**config.mk**
```make
export PLATFORM = sky130hd
export DESIGN_NAME = rtc_idx_core
export DESIGN_NICKNAME = d
export VERILOG_FILES = /design/src/rtl/rtc_idx_pkg.sv /design/src/rtl/rtc_idx_nvram.sv /design/src/rtl/rtc_idx_calendar.sv /design/src/rtl/rtc_idx_core.sv
export SDC_FILE = /design/constraint.sdc
export NUM_CORES = 2
export LEC_CHECK = 0
export ABC_AREA = 1
export BUFFER_PORTS_ARGS = -buffer_cell sky130_fd_sc_hd__buf_2
export CAP_MARGIN = 30
export CORE_UTILIZATION = 48
export CTS_BUF_LIST = sky130_fd_sc_hd__clkbuf_4 sky130_fd_sc_hd__clkbuf_8 sky130_fd_sc_hd__clkbuf_16
export DETAILED_ROUTE_END_ITERATION = 7
export HOLD_SLACK_MARGIN = 0.05
export PLACE_DENSITY = 0.64
export SYNTH_ARGS = -nofsm -noshare
export SYNTH_HDL_FRONTEND = slang
export SYNTH_SLANG_ARGS = --single-unit
```
**constraint.sdc**
```tcl
create_clock -name clk -period 7.85 [get_ports clk]
set_input_delay 1.9625 -clock clk [delete_from_list [all_inputs] [get_ports clk]]
set_output_delay 1.9625 -clock clk [all_outputs]
set_load 0.05 [all_outputs]
```
**src/rtl/rtc_idx_pkg.sv**
```systemverilog
// Shared constants and encoding helpers for the indexed real-time clock.
// Assumes byte-wide registers and calendar values that fit in 0..99.
package rtc_idx_pkg;

    // Time register slots (slot number equals bus index)
    localparam int T_SEC   = 0;
    localparam int T_HOUR  = 4;
    localparam int T_DOW   = 6;
    localparam int T_DOM   = 7;
    localparam int T_MON   = 8;
    localparam int T_YEAR  = 9;
    localparam int T_MIN   = 2;
    localparam int TIME_REGS = 10;

    // Control byte B bit positions
    localparam int CB_FREEZE = 7;
    localparam int CB_BIN    = 2;
    localparam int CB_H24    = 1;

    // Decode a stored byte to a binary value under the selected encoding.
    function automatic logic [7:0] val_dec(input logic [7:0] raw, input logic bin);
        if (bin) return raw;
        return ({4'd0, raw[7:4]} * 8'd10) + {4'd0, raw[3:0]};
    endfunction

    // Encode a binary value (0..99) into the selected encoding.
    function automatic logic [7:0] val_enc(input logic [7:0] v, input logic bin);
        logic [7:0] tens;
        logic [7:0] ones;
        tens = v / 8'd10;
        ones = v % 8'd10;
        if (bin) return v;
        return {tens[3:0], ones[3:0]};
    endfunction

    // Last day of a month; a year divisible by 4 has a 29-day February.
    function automatic logic [7:0] month_len(input logic [7:0] mo, input logic [7:0] yr);
        case (mo)
            8'd2:                       return (yr[1:0] == 2'b00) ? 8'd29 : 8'd28;
            8'd4, 8'd6, 8'd9, 8'd11:    return 8'd30;
            default:                    return 8'd31;
        endcase
    endfunction

endpackage

```
**src/rtl/rtc_idx_nvram.sv**
```systemverilog
// General-purpose byte RAM behind the data port.
// Assumes addr is already range-checked by the caller; contents are not
// reset, since the storage models battery-backed memory.
module rtc_idx_nvram #(
    parameter int DW    = 8,
    parameter int DEPTH = 114,
    parameter int AW    = 7
) (
    input  logic          clk,
    input  logic          we,
    input  logic [AW-1:0] addr,
    input  logic [DW-1:0] wdata,
    output logic [DW-1:0] rdata
);

    logic [DW-1:0] mem [DEPTH];

    // Byte write on the data port
    always_ff @(posedge clk) begin
        if (we) mem[addr] <= wdata;
    end

    // Combinational read of the addressed byte
    assign rdata = mem[addr];

endmodule

```
**src/rtl/rtc_idx_calendar.sv**
```systemverilog
// Time and alarm register file with the one-second counting chain.
// Stored bytes are decoded under the current encoding and hour format,
// advanced, and re-encoded in the same modes. A bus write to a slot wins
// over a strobe in the same cycle. Assumes sec_tick is one cycle wide.
module rtc_idx_calendar
    import rtc_idx_pkg::*;
(
    input  logic       clk,
    input  logic       rst_n,
    input  logic       sec_tick,
    input  logic       freeze,
    input  logic       bin_mode,
    input  logic       h24,
    input  logic       wr_en,
    input  logic [3:0] wr_sel,
    input  logic [7:0] wr_data,
    output logic [7:0] slot_q [TIME_REGS]
);

    logic [7:0] nxt [TIME_REGS];
    logic [7:0] sec_v, min_v, dow_v, dom_v, mon_v, yr_v;
    logic [7:0] h12_v, hr24_v, nhr, nh12, dim;
    logic [7:0] h12_enc;
    logic       c_min, c_hr, c_day, c_mon, c_yr, adv;
    logic [TIME_REGS*8-1:0] flat;

    assign adv = sec_tick && !freeze;

    // Decode current fields and build the carry chain
    always_comb begin
        sec_v  = val_dec(slot_q[T_SEC], bin_mode);
        min_v  = val_dec(slot_q[T_MIN], bin_mode);
        dow_v  = val_dec(slot_q[T_DOW], bin_mode);
        dom_v  = val_dec(slot_q[T_DOM], bin_mode);
        mon_v  = val_dec(slot_q[T_MON], bin_mode);
        yr_v   = val_dec(slot_q[T_YEAR], bin_mode);
        h12_v  = val_dec(slot_q[T_HOUR] & 8'h3F, bin_mode);
        if (h24) hr24_v = val_dec(slot_q[T_HOUR], bin_mode);
        else     hr24_v = ((h12_v == 8'd12) ? 8'd0 : h12_v) +
                          (slot_q[T_HOUR][7] ? 8'd12 : 8'd0);
        dim    = month_len(mon_v, yr_v);
        c_min  = sec_v >= 8'd59;
        c_hr   = c_min && (min_v >= 8'd59);
        c_day  = c_hr && (hr24_v >= 8'd23);
        c_mon  = c_day && (dom_v >= dim);
        c_yr   = c_mon && (mon_v >= 8'd12);
    end

    // Compute the next value of every slot for one strobe
    always_comb begin
        for (int i = 0; i < TIME_REGS; i++) nxt[i] = slot_q[i];
        nhr  = c_day ? 8'd0 : hr24_v + 8'd1;
        nh12 = (nhr == 8'd0) ? 8'd12 : ((nhr > 8'd12) ? nhr - 8'd12 : nhr);
        h12_enc = val_enc(nh12, bin_mode);
        nxt[T_SEC] = c_min ? 8'h00 : val_enc(sec_v + 8'd1, bin_mode);
        if (c_min) nxt[T_MIN] = c_hr ? 8'h00 : val_enc(min_v + 8'd1, bin_mode);
        if (c_hr) begin
            if (h24) nxt[T_HOUR] = val_enc(nhr, bin_mode);
            else     nxt[T_HOUR] = {(nhr >= 8'd12), h12_enc[6:0]};
        end
        if (c_day) begin
            nxt[T_DOW] = (dow_v >= 8'd7) ? 8'h01 : val_enc(dow_v + 8'd1, bin_mode);
            nxt[T_DOM] = c_mon ? 8'h01 : val_enc(dom_v + 8'd1, bin_mode);
        end
        if (c_mon) nxt[T_MON] = c_yr ? 8'h01 : val_enc(mon_v + 8'd1, bin_mode);
        if (c_yr)  nxt[T_YEAR] = (yr_v >= 8'd99) ? 8'h00 : val_enc(yr_v + 8'd1, bin_mode);
    end

    // One storage byte per slot: reset, bus write, or strobe advance
    for (genvar g = 0; g < TIME_REGS; g++) begin : g_slot
        localparam logic [7:0] RST_VAL =
            (g == T_DOW || g == T_DOM || g == T_MON) ? 8'h01 : 8'h00;
        always_ff @(posedge clk) begin
            if (!rst_n)                           slot_q[g] <= RST_VAL;
            else if (wr_en && wr_sel == 4'(g))    slot_q[g] <= wr_data;
            else if (adv)                         slot_q[g] <= nxt[g];
        end
        assign flat[g*8 +: 8] = slot_q[g];
    end

    AST_FREEZE_HOLDS: assert property (@(posedge clk) disable iff (!rst_n)
        (freeze && !wr_en) |=> $stable(flat));
    AST_IDLE_HOLDS: assert property (@(posedge clk) disable iff (!rst_n)
        (!sec_tick && !wr_en) |=> $stable(flat));
    AST_SEC_WRAP: assert property (@(posedge clk) disable iff (!rst_n)
        (adv && !wr_en && sec_v == 8'd59) |=> (slot_q[T_SEC] == 8'h00));
    AST_DOW_WRAP: assert property (@(posedge clk) disable iff (!rst_n)
        (adv && !wr_en && c_day && dow_v == 8'd7) |=> (slot_q[T_DOW] == 8'h01));
    AST_YEAR_WRAP: assert property (@(posedge clk) disable iff (!rst_n)
        (adv && !wr_en && c_yr && yr_v == 8'd99) |=> (slot_q[T_YEAR] == 8'h00));

endmodule

```
**src/rtl/rtc_idx_core.sv**
```systemverilog
// Indexed real-time clock top: index latch, control bytes, read mux and
// write decode onto the calendar slots and the general-purpose RAM.
// Assumes one bus access per cycle; reads have no side effects.
module rtc_idx_core
    import rtc_idx_pkg::*;
#(
    parameter int DATA_W    = 8,
    parameter int RAM_FIRST = 14,
    parameter int RAM_LAST  = 127
) (
    input  logic              clk,
    input  logic              rst_n,
    input  logic              bus_we,
    input  logic              bus_port,
    input  logic [DATA_W-1:0] bus_wdata,
    output logic [DATA_W-1:0] bus_rdata,
    input  logic              sec_tick,
    input  logic              vbat_ok
);

    localparam int RAM_DEPTH = RAM_LAST - RAM_FIRST + 1;
    localparam int RAM_AW    = $clog2(RAM_DEPTH);
    localparam logic [DATA_W-1:0] RAM_LO  = DATA_W'(RAM_FIRST);
    localparam logic [DATA_W-1:0] RAM_HI  = DATA_W'(RAM_LAST);
    localparam logic [DATA_W-1:0] TIME_HI = DATA_W'(TIME_REGS - 1);
    localparam logic [DATA_W-1:0] IX_A    = DATA_W'(10);
    localparam logic [DATA_W-1:0] IX_B    = DATA_W'(11);
    localparam logic [DATA_W-1:0] IX_C    = DATA_W'(12);
    localparam logic [DATA_W-1:0] IX_D    = DATA_W'(13);

    logic [DATA_W-1:0] idx_q, ctl_a_q, ctl_b_q, ram_rd;
    logic [7:0]        slot_q [TIME_REGS];
    logic              data_wr, in_time, in_ram;
    logic [RAM_AW-1:0] ram_addr;

    assign data_wr  = bus_we && bus_port;
    assign in_time  = idx_q <= TIME_HI;
    assign in_ram   = (idx_q >= RAM_LO) && (idx_q <= RAM_HI);
    assign ram_addr = RAM_AW'(idx_q - RAM_LO);

    // Index latch written through the index port
    always_ff @(posedge clk) begin
        if (!rst_n)                   idx_q <= '0;
        else if (bus_we && !bus_port) idx_q <= bus_wdata;
    end

    // Control bytes A and B; C and D are not storage
    always_ff @(posedge clk) begin
        if (!rst_n) begin
            ctl_a_q <= '0;
            ctl_b_q <= DATA_W'(8'h02);
        end else if (data_wr && idx_q == IX_A) begin
            ctl_a_q <= bus_wdata;
        end else if (data_wr && idx_q == IX_B) begin
            ctl_b_q <= bus_wdata;
        end
    end

    rtc_idx_calendar u_cal (
        .clk      (clk),
        .rst_n    (rst_n),
        .sec_tick (sec_tick),
        .freeze   (ctl_b_q[CB_FREEZE]),
        .bin_mode (ctl_b_q[CB_BIN]),
        .h24      (ctl_b_q[CB_H24]),
        .wr_en    (data_wr && in_time),
        .wr_sel   (idx_q[3:0]),
        .wr_data  (bus_wdata[7:0]),
        .slot_q   (slot_q)
    );

    rtc_idx_nvram #(.DW(DATA_W), .DEPTH(RAM_DEPTH), .AW(RAM_AW)) u_ram (
        .clk   (clk),
        .we    (data_wr && in_ram),
        .addr  (ram_addr),
        .wdata (bus_wdata),
        .rdata (ram_rd)
    );

    // Data-port read mux for the latched index
    always_comb begin
        bus_rdata = '0;
        if (in_time)             bus_rdata = DATA_W'(slot_q[idx_q[3:0]]);
        else if (idx_q == IX_A)  bus_rdata = ctl_a_q;
        else if (idx_q == IX_B)  bus_rdata = ctl_b_q;
        else if (idx_q == IX_C)  bus_rdata = '0;
        else if (idx_q == IX_D)  bus_rdata = {vbat_ok, {(DATA_W-1){1'b0}}};
        else if (in_ram)         bus_rdata = ram_rd;
    end

    AST_RAM_READBACK: assert property (@(posedge clk) disable iff (!rst_n)
        (data_wr && in_ram) |=> (bus_rdata == $past(bus_wdata)));
    AST_HIGH_IDX_ZERO: assert property (@(posedge clk) disable iff (!rst_n)
        (idx_q > RAM_HI) |-> (bus_rdata == '0));

endmodule

```
== Word level (Yosys, flattened, before mapping) ==
Memories as Yosys holds them, arrays and structs flattened.
Cells that the tools add are included.

* Bits in registers: 104
* RAM bits: 912
* Bits of input ports: 14
* Output and inout port bits: 8
* Logic and storage cells: 222
* Memories: 1

{| class="wikitable"
|+ Memory list
! memory !! words !! bits a word !! rd ports !! clocked after memory_dff !! write ports !! RTL line !! source
|-
| u_ram.mem || 114 || 8 || 1 || 0 || 1 || rtc_idx_nvram.sv:16 || <nowiki>logic [DW-1:0] mem [DEPTH];</nowiki>
|}

* $add $sub $neg: 18
* Multipliers: 8
* Divide/modulo/power cells: 16
* Order comparisons: 13
* Equality and inequality tests: 19
* Muxes and demuxes: 84
* Bitwise operators: 2
* Reductions and logical operators: 48

{| class="wikitable"
|+ Operators with widths
! operator !! number
|-
| $mux 8 || 68
|-
| $add 8x4->8 || 8
|-
| $div 8x4->8 const B || 8
|-
| $mod 8x4->8 const B || 8
|-
| $add 8x1->8 const B || 7
|-
| $eq 8x4->1 const B || 7
|-
| $mul 4x3->7 const B || 7
|-
| $bmux 8 s4 || 1
|-
| $reduce_bool 2->1 || 13
|-
| $ge 8x4->1 const B || 3
|-
| $logic_and 1x1->1 || 22
|-
| $eq 4x3->1 const B || 4
|-
| $eq 8x3->1 const B || 2
|-
| $ge 8x6->1 const B || 2
|-
| $mux 16 || 1
|-
| $pmux 8 s2 || 1
|-
| $mux 7 || 2
|-
| $reduce_and 2->1 || 7
|-
| $mux 1 || 10
|-
| $add 8x8->8 || 1
|-
| $eq 4x2->1 const B || 2
|-
| $eq 4x4->1 const B || 2
|-
| $eq 8x2->1 const B || 1
|-
| $ge 8x3->1 const B || 1
|-
| other kinds (19) || 20
|}

== Longest topological paths before layout ==
* Word-level depth: 19
* Mapped depth: 52
* Mapped depth without buffers: 51

== Hierarchy ==
Synthesis repeated with hierarchy kept, for this count alone.

* Cell total of the unflattened synthesis: 5901
* Area total of the unflattened synthesis: 51784.7 µm²

{| class="wikitable"
|+ By module, submodules not included
! module !! instances !! cells an instance !! area each (µm²) !! seq. area each (µm²)
|-
| rtc_idx_nvram || 1 || 3708 || 38356.8 || 27386.3
|-
| rtc_idx_calendar || 1 || 1798 || 11279.6 || 1601.5
|-
| rtc_idx_core || 1 || 395 || 2148.3 || 480.5
|}

== Least setup slack after synthesis ==
Ideal clock, no wire load.

* Kind: register to register
* From: register u_cal.slot_q[44] in the netlist's numbering
* To: register u_cal.slot_q[43] in the netlist's numbering
* Library setup time: 0.122 ns
* Arrival time: 5.622 ns
* Data required time: 7.728 ns
* Setup slack: 2.106 ns
* Cell stages (with the launch flop): 48
* Buffers on the path: 0
* Clock period less this slack: 5.744 ns
* Cells stage by stage: dfxtp_1 ha_1 fa_1 nand2_1 nand3_1 nand2_1 inv_2 nor4_1 a31oi_1 ha_1 fa_1 inv_1 nand2_1 nand3_1 nand2_1 nand2_1 nand2_2 nand2_4 [12 not listed] nand2_4 o21ai_2 o21ai_2 inv_2 nand2_2 or2_1 nand2_1 a21oi_2 nand2_1 nand2_1 nand2_1 inv_1 ha_1 xor2_1 nand2_1 nand3_1 a21oi_1 a21oi_1

* Longest elaborated chain between the ends: 19
* Elaborated cells on any way between the ends: 31
* Those cells by class: add/sub: 5; mul: 2; div: 2; order compare: 2; eq/ne: 1; mux: 17; reduce/logical: 2

{| class="wikitable"
|+ Ends and longest elaborated chain
! item !! RTL line !! source
|-
| start, declared || rtc_idx_calendar.sv:17 || <nowiki>output logic [7:0] slot_q [TIME_REGS]</nowiki>
|-
| start signal, assigned by index || rtc_idx_calendar.sv:75 || <nowiki>else if (wr_en && wr_sel == 4'(g)) slot_q[g] <= wr_data;</nowiki>
|-
| start signal, assigned by index || rtc_idx_calendar.sv:76 || <nowiki>else if (adv) slot_q[g] <= nxt[g];</nowiki>
|-
| $mul 2x3->5 || rtc_idx_pkg.sv:23 || <nowiki>return ({4'd0, raw[7:4]} * 8'd10) + {4'd0, raw[3:0]};</nowiki>
|-
| $add 8x4->8 || rtc_idx_pkg.sv:23 ||
|-
| $mux 8 || rtc_idx_pkg.sv:23 ||
|-
| $eq 8x4->1 || rtc_idx_calendar.sv:39 || <nowiki>else hr24_v = ((h12_v == 8'd12) ? 8'd0 : h12_v) +</nowiki>
|-
| $mux 8 || rtc_idx_calendar.sv:39 ||
|-
| $add 8x8->8 || rtc_idx_calendar.sv:39 ||
|-
| $mux 8 * || rtc_idx_calendar.sv:38 || <nowiki>if (h24) hr24_v = val_dec(slot_q[T_HOUR], bin_mode);</nowiki>
|-
| $ge 8x5->1 || rtc_idx_calendar.sv:44 || <nowiki>c_day = c_hr && (hr24_v >= 8'd23);</nowiki>
|-
| [2 not listed] || - ||
|-
| $sub 8x4->8 / $gt 8x4->1 (equally long branches) || rtc_idx_calendar.sv:53 || <nowiki>nh12 = (nhr == 8'd0) ? 8'd12 : ((nhr > 8'd12) ? nhr - 8'd12 : nhr);</nowiki>
|-
| $mux 8 (2 in a row) || rtc_idx_calendar.sv:53 ||
|-
| $mod 8x4->8 / $mux 7 (equally long branches) || rtc_idx_pkg.sv:31, rtc_idx_pkg.sv:32 ||
|-
| $mux 7 || rtc_idx_pkg.sv:33 || <nowiki>return {tens[3:0], ones[3:0]};</nowiki>
|-
| $mux 8 * || rtc_idx_calendar.sv:58 || <nowiki>if (h24) nxt[T_HOUR] = val_enc(nhr, bin_mode);</nowiki>
|-
| $mux 8 * || rtc_idx_calendar.sv:57 || <nowiki>if (c_hr) begin</nowiki>
|-
| $mux 8 * || rtc_idx_calendar.sv:76 ||
|-
| $mux 8 * || rtc_idx_calendar.sv:75 ||
|}

Mark *: on every way between the ends. The rest lies on a longest branch, timed or not. The select of a mux whose other input is x is not followed.
A chain may end at the register's enable or synchronous reset.

== Worst setup path in the final report ==
* From: register idx_q[1]
* To: output port bus_rdata[0]

* Longest elaborated chain between the ends: 8
* Elaborated cells on any way between the ends: 20
* Those cells by class: add/sub: 1; order compare: 3; eq/ne: 4; mux: 9; bitwise: 1; reduce/logical: 1; memory: 1

{| class="wikitable"
|+ Ends and longest elaborated chain
! item !! RTL line !! source
|-
| start, declared || rtc_idx_core.sv:31 || <nowiki>logic [DATA_W-1:0] idx_q, ctl_a_q, ctl_b_q, ram_rd;</nowiki>
|-
| start signal, assigned || rtc_idx_core.sv:44 || <nowiki>else if (bus_we && !bus_port) idx_q <= bus_wdata;</nowiki>
|-
| $sub 7x4->7, or another cell as far along || rtc_idx_core.sv:39 || <nowiki>assign ram_addr = RAM_AW'(idx_q - RAM_LO);</nowiki>
|-
| $mem_v2 114x8 / $logic_and 1x1->1 (equally long branches) || - ||
|-
| $mux 8 || rtc_idx_core.sv:88 || <nowiki>else if (in_ram) bus_rdata = ram_rd;</nowiki>
|-
| $mux 8 || rtc_idx_core.sv:87 || <nowiki>else if (idx_q == IX_D) bus_rdata = {vbat_ok, {(DATA_W-1){1'b0}}};</nowiki>
|-
| $mux 8 || rtc_idx_core.sv:86 || <nowiki>else if (idx_q == IX_C) bus_rdata = '0;</nowiki>
|-
| $mux 8 || rtc_idx_core.sv:85 || <nowiki>else if (idx_q == IX_B) bus_rdata = ctl_b_q;</nowiki>
|-
| $mux 8 || rtc_idx_core.sv:84 || <nowiki>else if (idx_q == IX_A) bus_rdata = ctl_a_q;</nowiki>
|-
| $mux 8 * || rtc_idx_core.sv:83 || <nowiki>if (in_time) bus_rdata = DATA_W'(slot_q[idx_q[3:0]]);</nowiki>
|-
| end, declared || rtc_idx_core.sv:16 || <nowiki>output logic [DATA_W-1:0] bus_rdata,</nowiki>
|}

Marks and branches as above.

==> impl_results.md <==
- Status: complete, no violations
- Critical Path, Cell by Cell: inv_1 -> ha_4 -> buf_4 -> buf_4 -> nand3_1 -> o211ai_1 -> a41oi_1 -> o41ai_1 -> o2111ai_1 -> buf_2
- Layout area overhead: 10.08%
- Num CTS Buffers: 102
- Grt ovf: 0
- Filler cells: 8217
- Residual DRC: 0
- Flops & latches, synth: 1016
- Max_cap viols: 0
- Initial antenna violation count: 2
- GRT Util Overall: 0.2544
- Crit path DAT: 5.39 ns
- Final Hold Fails: 0
- Delay of the slowest critical-path stage: 0.72 ns
- Combinational share of power: 0.099
- Post-Syn Instances: 4287
- Hold Crit Class: flip-flop to flip-flop
- Setup tns final: 0 ns
- Int Pwr: 0.008891 W
- Vias per cell: 5.950
- Synth area leaders: edfxtp_1, nand2_1, a22oi_1, dfxtp_1, nand3_1
- Initial DRC Count: 3765
- DIE AREA: 99780 µm²
- Final period utilization: 0.9372
- Cts repair resizes: 0
- CTS tree: built
- Cell area after synthesis: 47290 µm²
- WL met3: 11420 µm
- Post-DP HPWL: 78500 µm
- H-tree Lvls: 3
- Max transition margin: 0.3364
- Post-synthesis adder-cell area fraction: 0.03254
- Initial Util: 0.4868
- Wire length on met2: 57810 µm
- Synth Area in Compound Gates: 0.1257
- Final setup violation count: 0
- Vias in the first global route: 31340
- Syn_area_per_cell: 11.03 µm²
- Maximum vdd drop: 170.0 µV
- Root Buffer: clkbuf_16
- Pwr dens: 226.5 nW/µm²
- Synth Area in Simple Gates: 0.1596
- CP max FO: 38
- Dominant cell type by area after synthesis: edfxtp_1
- First-pass GRT wire length: 193700 µm
- Top sig layer: met4
- Routed WL per cell: 22.63 µm
- Share of layout cells above drive strength 1: 0.1032
- Crit Path Class: flip-flop to primary output
- Mux share of post-synthesis cell area: 0
- CTS Hold Buffers Added: 0
- Worst slew pin tran: 0.9917 ns
- Cell family with most CP delay: compound AO/OA/AOI/OAI gates
- Die H: 315.9 µm
- RSZ-0062 raised after global routing: no
- Main synth FF type: edfxtp_1
- Rows: 114
- Synthesized net count: 4415
- Post-layout nets: 4401
- Die W: 315.9 µm
- WP data required: 5.89 ns
- Post-synthesis sequential area ratio: 0.6232
- WL final: 127400 µm
- Overall power: 0.01179 W
- Fmax: 0.1359 GHz
- Setup Fix Bufs, Post-CTS: 0
- Max-slew violations: 0
- # IOs: 22
- Drt pass-1 iters: 6
- Critical-path top delay cell: o41ai_1
- Synth warn: 0
- Synth unique cells: 75
- Clock Latency Late Sink: 0.68 ns
- Final Skew: 0.03177 ns
- Clk pwr share: 0.398
- Pleak: 18.45 nW
- Core Box Area: 97140 µm²
- GP Congestion: 0.9105
- Xor/xnor share of the synthesized area: 0.01352
- Diodes inserted: 0
- Largest net degree at the start of global routing: 134
- DR vias: 33480
- Most common cell after layout, fill and taps aside: edfxtp_1
- CP Launch Type: flip-flop
- Net Sw Power: 0.002898 W
- Critical path buffers and inverters: 4
- Sequential Power Share: 0.503
- Largest family of logic cells by synthesized area: simple AND/OR/NAND/NOR gates
- Most used cell, CP: buf_4
- Routed Antenna Nets: 0
- Buffers on Ports: 21
- Minimum clock period: 7.357 ns
- Clk buf depth: 3
- Met1 Wirelength: 55380 µm
- Switching part of the total: 0.2458
- Clock-pin slew on the worst setup and hold paths: 0.06 ns
- Clock Sinks: 1016
- CP Capture Type: primary output
- Asr flop ratio synth: 0
- EDFF count, synth: 912
- Synth top area share: 0.5791
- Most frequent cells in the layout: edfxtp_1, nand2_1, a22oi_1
==> cell families after synthesis <==
logic type,after synthesis
fa+ha+maj,114
flops,1016
xor+xnor,67
compound gates,882
buf+inv,544
simple gates,1664
==> worst register-to-register path: cells and delay by family, from the launching register on <==
kind                       cells  cell delay, ns
adders and majority gates      6            1.80
DFF                            1            0.36
buffers and inverters          8            0.67
and+or+nand+nor               28            2.88
AOI/OAI and AO/OA              4            0.58
xor gates and xnor gates       2            0.36
==> layout make-up <==
class / instances / area, µm² / area share
Sequential cell: 1016 / 29470 / 0.5662
Inverter: 349 / 1330 / 0.02555
Tap cell: 1276 / 1597 / 0.03067
Clock inverter: 49 / 372.9 / 0.007163
Timing Repair Buffer: 77 / 720.7 / 0.01385
Clock buffer: 133 / 2840 / 0.05456
Multi-Input combinational cell: 2727 / 15720 / 0.3020
==> synthesized netlist by cell type (23+ instances only) <==
cell type / number
a21oi_1: 151
a22oi_1: 323
a31oi_1: 34
a41oi_1: 28
clkbuf_1: 167
dfxtp_1: 104
edfxtp_1: 912
ha_1: 99
inv_1: 308
inv_2: 31
nand2_1: 842
nand2_2: 50
nand3_1: 318
nand4_1: 91
nor2_1: 249
o211ai_1: 55
o21ai_0: 125
o21ai_1: 32
o21ai_2: 32
o22ai_1: 34
xnor2_1: 23
xor2_1: 37
==> path summary, 6_finish.rpt <==
kind                                       start               end  slack (ns)  cells past startpoint
worst max-delay path                    idx_q[1]      bus_rdata[0]        0.49                     10
worst min-delay path            u_cal.slot_q[68]  u_cal.slot_q[68]        0.44                      2
worst max register to register  u_cal.slot_q[44]  u_cal.slot_q[43]        1.05                     48
worst min register to register  u_cal.slot_q[68]  u_cal.slot_q[68]        0.44                      2
==> stage by stage <==
step / hold slack (ns) / instance area, µm² / setup slack (ns) / utilization / cells
after CTS: 0.4457 / 51980 / 0.5926 / 0.5352 / 5623
after detailed placement: 0.4363 / 48770 / 1.123 / 0.5021 / 5441
final: 0.4449 / 52050 / 0.4933 / 0.5359 / 5627
after global placement: 0.4335 / 48740 / 1.300 / 0.5018 / 5438
after global routing: 0.4608 / 52050 / 0.2242 / 0.5359 / 5627
after floorplan: 0.4233 / 47290 / 2.106 / - / 4287
==> power groups by stage <==
stage	logic, W	clock network, W	registers [W]
3_3_place_gp	0.00114	0	0.00604
3_5_place_dp	0.00115	0	0.00604
6_report	0.00117	0.00469	0.00593
5_1_grt	0.00127	0.00494	0.00593
2_1_floorplan	0.000710	0	0.00603
4_1_cts	0.00116	0.00473	0.00593
==> flip-flops by register name, indices dropped and copies added (netlist names) <==
signal	flops
ctl_b_q	8
u_cal.slot_q	80
idx_q	8
u_ram.mem	912
ctl_a_q	8
==> metal layers <==
layer,GRT usage,vias to the layer above
li1,-,15540
met5,0,-
met3,0.04008,179
met1,0.3787,16400
met4,0.06467,0
met2,0.3891,1369
Note: power is estimated with default switching activity, not from simulation.
